## src/rtl/addr_latch_pkg.sv

```systemverilog
package addr_latch_pkg;

   typedef enum logic [1:0] {
      MODE_HOLD  = 2'd0,
      MODE_WRITE = 2'd1,
      MODE_DEMUX = 2'd2,
      MODE_CLEAR = 2'd3
   } latch_mode_e;

   function automatic latch_mode_e mode_of(input logic en_n, input logic clr_n);
      latch_mode_e m;
      case ({en_n, clr_n})
         2'b01:   m = MODE_WRITE;
         2'b11:   m = MODE_HOLD;
         2'b00:   m = MODE_DEMUX;
         default: m = MODE_CLEAR;
      endcase
      return m;
   endfunction

endpackage

```

## src/rtl/al_mode_decode.sv

```systemverilog
module al_mode_decode
   import addr_latch_pkg::*;
(
   input  logic        en_n,
   input  logic        clr_n,
   output latch_mode_e mode
);
   always_comb mode = mode_of(en_n, clr_n);
endmodule

```

## src/rtl/al_onehot_dec.sv

```systemverilog
module al_onehot_dec #(
   parameter int ADDR_W = 3,
   localparam int N_BITS = 1 << ADDR_W
) (
   input  logic [ADDR_W-1:0] addr,
   output logic [N_BITS-1:0] sel
);
   for (genvar i = 0; i < N_BITS; i++) begin : g_sel
      assign sel[i] = (addr == ADDR_W'(i));
   end
endmodule

```

## src/rtl/al_store_bank.sv

```systemverilog
module al_store_bank
   import addr_latch_pkg::*;
#(
   parameter int N_BITS = 8
) (
   input  logic              clk,
   input  logic              rst_n,
   input  latch_mode_e       mode,
   input  logic [N_BITS-1:0] sel,
   input  logic              din,
   output logic [N_BITS-1:0] cells
);
   for (genvar i = 0; i < N_BITS; i++) begin : g_cell
      always_ff @(posedge clk or negedge rst_n) begin
         if (!rst_n) begin
            cells[i] <= 1'b0;
         end else begin
            case (mode)
               MODE_WRITE: if (sel[i]) cells[i] <= din;
               MODE_DEMUX: cells[i] <= sel[i] & din;
               MODE_CLEAR: cells[i] <= 1'b0;
               default:    cells[i] <= cells[i];
            endcase
         end
      end
   end
endmodule

```

## src/rtl/al_out_mux.sv

```systemverilog
module al_out_mux
   import addr_latch_pkg::*;
#(
   parameter int N_BITS = 8
) (
   input  latch_mode_e       mode,
   input  logic [N_BITS-1:0] sel,
   input  logic              din,
   input  logic [N_BITS-1:0] cells,
   output logic [N_BITS-1:0] q
);
   logic [N_BITS-1:0] steered;
   assign steered = sel & {N_BITS{din}};

   always_comb begin
      case (mode)
         MODE_WRITE: q = (cells & ~sel) | steered;
         MODE_DEMUX: q = steered;
         MODE_CLEAR: q = '0;
         default:    q = cells;
      endcase
   end
endmodule

```

## src/rtl/addr_bit_latch.sv

```systemverilog
module addr_bit_latch
   import addr_latch_pkg::*;
#(
   parameter int ADDR_W = 3,
   localparam int N_BITS = 1 << ADDR_W
) (
   input  logic              clk,
   input  logic              rst_n,
   input  logic              din,
   input  logic [ADDR_W-1:0] addr,
   input  logic              en_n,
   input  logic              clr_n,
   output logic [N_BITS-1:0] q
);
   if (ADDR_W < 1 || ADDR_W > 6) begin : g_bad_width
      $error("addr_bit_latch: ADDR_W must lie in 1..6");
   end

   latch_mode_e       mode;
   logic [N_BITS-1:0] sel;
   logic [N_BITS-1:0] cells;

   al_mode_decode u_mode (
      .en_n  (en_n),
      .clr_n (clr_n),
      .mode  (mode)
   );

   al_onehot_dec #(.ADDR_W(ADDR_W)) u_dec (
      .addr (addr),
      .sel  (sel)
   );

   al_store_bank #(.N_BITS(N_BITS)) u_bank (
      .clk   (clk),
      .rst_n (rst_n),
      .mode  (mode),
      .sel   (sel),
      .din   (din),
      .cells (cells)
   );

   al_out_mux #(.N_BITS(N_BITS)) u_mux (
      .mode  (mode),
      .sel   (sel),
      .din   (din),
      .cells (cells),
      .q     (q)
   );
endmodule

```

## config.mk

```make
export PLATFORM = sky130hd
export DESIGN_NAME = addr_bit_latch
export DESIGN_NICKNAME = d
export VERILOG_FILES = /design/src/rtl/addr_latch_pkg.sv /design/src/rtl/al_mode_decode.sv /design/src/rtl/al_onehot_dec.sv /design/src/rtl/al_store_bank.sv /design/src/rtl/al_out_mux.sv /design/src/rtl/addr_bit_latch.sv
export SDC_FILE = /design/constraint.sdc
export NUM_CORES = 1
export LEC_CHECK = 0
export CORE_UTILIZATION = 45
export CTS_BUF_LIST = sky130_fd_sc_hd__clkbuf_4 sky130_fd_sc_hd__clkbuf_8 sky130_fd_sc_hd__clkbuf_16
export CTS_CLUSTER_SIZE = 30
export DETAILED_ROUTE_END_ITERATION = 6
export PLACE_DENSITY = 0.71
export SYNTH_ARGS = -nofsm -noshare
export SYNTH_HDL_FRONTEND = slang
export SYNTH_HIERARCHICAL = 1
export SYNTH_SLANG_ARGS = --single-unit
export TNS_END_PERCENT = 10
```

## constraint.sdc

```tcl
create_clock -name clk -period 1.7 [get_ports clk]
set_input_delay 0.34 -clock clk [delete_from_list [all_inputs] [get_ports clk]]
set_output_delay 0.34 -clock clk [all_outputs]
set_load 0.02 [all_outputs]
```

* Yosys cells after proc, flatten, opt, wreduce, memory -nomap -nowiden
Index checks and enable logic that the tools add are counted.
Storage, ports and cells: register bits after elaboration 8, bits of input ports 8, output and inout port bits 8, logic and storage cells 69
Cells by class: equal/unequal tests 20, mux-type cells 18, bitwise gates (word level) 12, reduce and logical (&&, ||, !) cells 11
Operators by type and width (number):
- one-hot mux 1 bit (3 select lines) | 8
- one-hot mux 8 bit (3 select lines) | 1
- AND 8 bit | 2
- inequality test 2 x 1 -> 1 bit, second input constant | 8
- AND reduction 2 bit | 8
- equality test 3 bit, second input constant | 4
- AND 1 bit | 8
- two-way mux 1 bit | 8
- NOT 8 bit | 1
- OR 8 bit | 1
- equality test 2 bit, second input constant | 3
- equality test 3 x 2 -> 1 bit, second input constant | 2
- one-hot mux 2 bit (3 select lines) | 1
- equality test 2 x 1 -> 1 bit, second input constant | 2
- equality test 3 x 1 -> 1 bit, second input constant | 1
- logical NOT 3 bit | 1
- nonzero test 3 bit | 1
- logical NOT 2 bit | 1

* Depth between registers and ports, before layout
depth after elaboration 5, mapped depth 7, mapped depth without buffers 5

* By module
The synthesis kept the hierarchy.
By module, submodules not included:
- al_store_bank | instances 1, cells each 55, area each 570.5 um^2, sequential area each 200.2 um^2
- al_out_mux | instances 1, cells each 47, area each 376.6 um^2, sequential area each 0.0 um^2
- al_onehot_dec | instances 1, cells each 8, area each 65.1 um^2, sequential area each 0.0 um^2
- al_mode_decode | instances 1, cells each 5, area each 38.8 um^2, sequential area each 0.0 um^2

* Least setup slack after synthesis
No wires, ideal clock.
kind input port to output port, start input port clr_n, end output port q[2], data arrival time 1.548 ns, data required time 1.360 ns, path slack -0.188 ns, stages on the path 6, path buffers 1, cells stage by stage inv_1 > ha_1 > or2_1 > buf_2 > or3b_1 > nand4_1
Between the ends: word-level cells in the longest chain between the ends 4, elaborated cells on any way between the ends 8, classes of those cells 5 x eq/ne; 2 x mux; 1 x reduce/logical
RTL lines:
- from (decl) | RTL line addr_bit_latch.sv:12 | input logic clr_n,
- equality test 2 bit (tied with other cells) | RTL line addr_latch_pkg.sv:12 | case ({en_n, clr_n})
- one-hot mux 2 bit (3 select lines) * | RTL line addr_latch_pkg.sv:12
- net mode[1] | RTL line addr_bit_latch.sv:19 | latch_mode_e mode;
- equality test 2 bit / equality test 2 x 1 -> 1 bit (equally long branches) | RTL line al_out_mux.sv:16 | case (mode)
- one-hot mux 8 bit (3 select lines) * | RTL line al_out_mux.sv:16
- to (decl) | RTL line addr_bit_latch.sv:13 | output logic [N_BITS-1:0] q
The timed path passes the listed nets; every way through them passes the cells marked *.

* Final worst setup path
start input port clr_n, end output port q[0]
The elaborated chain is that of the path after synthesis.

==> reports/metrics.yaml <==
layout-drive-gt1-share_pct: 44.87
switchingPower_w: 0.0002860
finish.net_count: 168
synthDistinctLibCells: 17
largest_register: "u_bank/cells"
worst_slack_ns: -0.2059
reg_clk_slew_reported_paths_ns: 0.05
share_clk_of_total_power_pct: 17.1
leakage_power_nw: 0.6296
latest_clock_arrival_within_the_worst_skew_pair_ns: 0.25
pin_count_of_the_biggest_net_entering_global_routing: 23
n_antenna_cell: 0
number_of_inserted_filler_cells_in_the_final_layout: 171
mostFrequentLayoutCells: "sky130_fd_sc_hd__buf_4 (37), sky130_fd_sc_hd__nand4b_1 (32), sky130_fd_sc_hd__or3b_1 (25)"
cts-buffers-inserted: 3
path_buf_inv: 3
dp_hpwl_um: 1884
initial_core_util_pct: 47.51
routed_antenna_nets: 0
route.detailed.vias_per_inst: 6.293
layout.cells.most_common: "sky130_fd_sc_hd__buf_4"
register_area_um2: 200.2
fp-row-count: 17
clock_skew_ns: 0
multiInputGateArea_um2: 823.3
fp.dieArea_um2: 2533
failed_checks: "negative setup slack"
period_needed_ns: 1.906
syn_avg_cell_area_um2: 9.139
power.share.combinational_pct: 54.3
dieHeight_um: 50.33
ir_drop_mv: 0.4587
yosys_register_bits: 8
grt_pass1_wl_um: 5071
max_reg_flops: 8
placed_cell_area_um2: 1430
top_layer_used: "met4"
timing.final.max_slew_violations: 0
synth.net_count: 125
maxClockFrequency_mhz: 524.7
wl_met2_um: 1498
intPower_w: 0.0005533
max-slew-margin-rel_pct: 73.32
cts_tree: "built"
timing.critical_path.slowest_cell_delay_ns: 0.38
power.density_cell_area_nw_per_um2: 547.6
arrival_ns: 1.57
setup-violations-final: 8
drt-initial-drc-count: 29
hold_path_class: "primary input to async pin"
cap_violations: 0
dr.pass1.iters: 4
start_kind: "primary input"
drt_wl_total_um: 2994
finalSetupTns_ns: -1.304
number_of_antenna_violations_at_the_first_check_in_global_routing: 0
area_delta_synth_final_pct: 45.83
holdWs_ns: 0.3813
clk_root_buffer_cell: "sky130_fd_sc_hd__clkbuf_4"
grt_setup_unrepaired: "yes"
layout_worst_path_cycle_share_pct: 112.1
route.vias.total: 1158
switching_share_pct: 34.08
avgRoutedWirePerCell_um: 16.27
m1_wl_um: 1400
ioPinCount: 16
cts_hold_buf: 0
cp_cell_sequence: "buf_8, inv_12, ha_4, or2_4, or3b_1, nand4_1, buf_4"
largestRegisters: "u_bank/cells (8)"
die_w_um: 50.33
core_um2: 2212
report.final.hold_viol_count: 0
run_status: "finished, violations left"
grt_pass1_vias: 1097
wl_met3_um: 63
synthesized_instance_count: 115
cp_slowest_cell: "sky130_fd_sc_hd__or3b_1"
synth_area_um2: 1051
cts-root-to-sink-buffers: 2
sequentialPowerShare_pct: 28.6
worstSetupPathType: "primary input to primary output"
post-route-cell-area_um2: 1533
worstSetupEndpointType: "primary output"
tightest_slew_ns: 0.3990
synth_warnings: 6
r2r_slack_ns: 0.62
globalRouteOverflowTotal: 0
worst_ep_required_time_ns: 1.36
tritoncts_num_sinks: 8
fraction_of_the_yosys_area_taken_by_sequential_cells_pct: 19.05
clock_tree.htree_level_count: 1
crit_family: "simple AND/OR/NAND/NOR gates"
groute.usage.overall_pct: 26.09
critical_path_peak_fanout: 8
io_buffer_count: 15
remaining_drc_errors: 0
gpl.final_weighted_congestion: 0.7452
repair_timing:
action                                  4_1_cts  5_1_grt
endpoints found under the setup margin       16        8
gates cloned                                  3        0
pin swaps                                    12        6
buffers inserted                              3        0
resized for setup                            73        4
power groups by stage:
| stage | combinational, W | sequential (W) | clock [W] |
|---|---|---|---|
| 2_1_floorplan | 0.000241 | 0.000233 | 0 |
| 3_3_place_gp | 0.000405 | 0.000239 | 0 |
| 3_5_place_dp | 0.000421 | 0.000242 | 0 |
| 4_1_cts | 0.000442 | 0.000239 | 0.000153 |
| 5_1_grt | 0.000489 | 0.000244 | 0.000164 |
| 6_report | 0.000456 | 0.000240 | 0.000144 |
cells in the mapped netlist:
master / n / area share, %
sky130_fd_sc_hd__and3_2: 1 / 0.71
sky130_fd_sc_hd__and3b_2: 3 / 2.9
sky130_fd_sc_hd__buf_2: 8 / 3.8
sky130_fd_sc_hd__buf_4: 2 / 1.4
sky130_fd_sc_hd__buf_6: 2 / 2.1
sky130_fd_sc_hd__clkbuf_1: 1 / 0.36
sky130_fd_sc_hd__clkbuf_2: 1 / 0.48
sky130_fd_sc_hd__dfrtp_1: 8 / 19
sky130_fd_sc_hd__ha_1: 2 / 2.4
sky130_fd_sc_hd__inv_1: 2 / 0.71
sky130_fd_sc_hd__nand4_1: 16 / 9.5
sky130_fd_sc_hd__nand4b_1: 32 / 27
sky130_fd_sc_hd__nor3_1: 1 / 0.48
sky130_fd_sc_hd__nor3b_1: 3 / 2.1
sky130_fd_sc_hd__or2_1: 1 / 0.60
sky130_fd_sc_hd__or3b_1: 26 / 22
sky130_fd_sc_hd__or3b_2: 6 / 5.0
routing by layer:
metal / up-vias / track usage, %
met5: - / 0
met4: 0 / 12.04
met3: 4 / 1.212
met2: 15 / 43.56
met1: 576 / 34.38
li1: 563 / -
logic make-up (layout without fill, tap and decap cells):
group         after synthesis  after routing  share of synthesized area [%]
buf+inv                    16             54                          8.928
simple gates               89             92                          69.64
flops                       8              8                          19.05
fa+ha+maj                   2              2                          2.381
cell type report:
cell class / instances / share of cell area, %
Sequential cell: 8 / 13.06
Multi-Input combinational cell: 94 / 53.71
Tap cell: 28 / 2.286
Inverter: 2 / 1.633
Clock buffer: 3 / 1.469
Timing Repair Buffer: 49 / 27.84
metrics by stage:
stage | util [%] | instances | setup slack [ns] | power [W]
after detailed placement | 64.65 | 175 | -1.336 | 0.0006622
after global placement | 64.65 | 175 | -1.302 | 0.0006444
after global routing | 69.29 | 184 | -0.2504 | 0.0008967
after floorplan | - | 115 | -0.09700 | 0.0004743
after CTS | 68.67 | 184 | -0.1578 | 0.0008328
final | 69.29 | 184 | -0.2059 | 0.0008393
path summary, 6_finish.rpt:
path	startpoint	endpoint	cells past startpoint
min in group clk	u_bank/cells[5]	u_bank/cells[5]	2
worst min register to register	u_bank/cells[5]	u_bank/cells[5]	2
worst max register to register	u_bank/cells[1]	u_bank/cells[1]	3
worst min-delay path	rst_n	u_bank/cells[7]	1
max in group asynchronous	rst_n	u_bank/cells[0]	1
worst max-delay path	clr_n	q[0]	7
No activity file was read; power rests on OpenSTA's default activity.
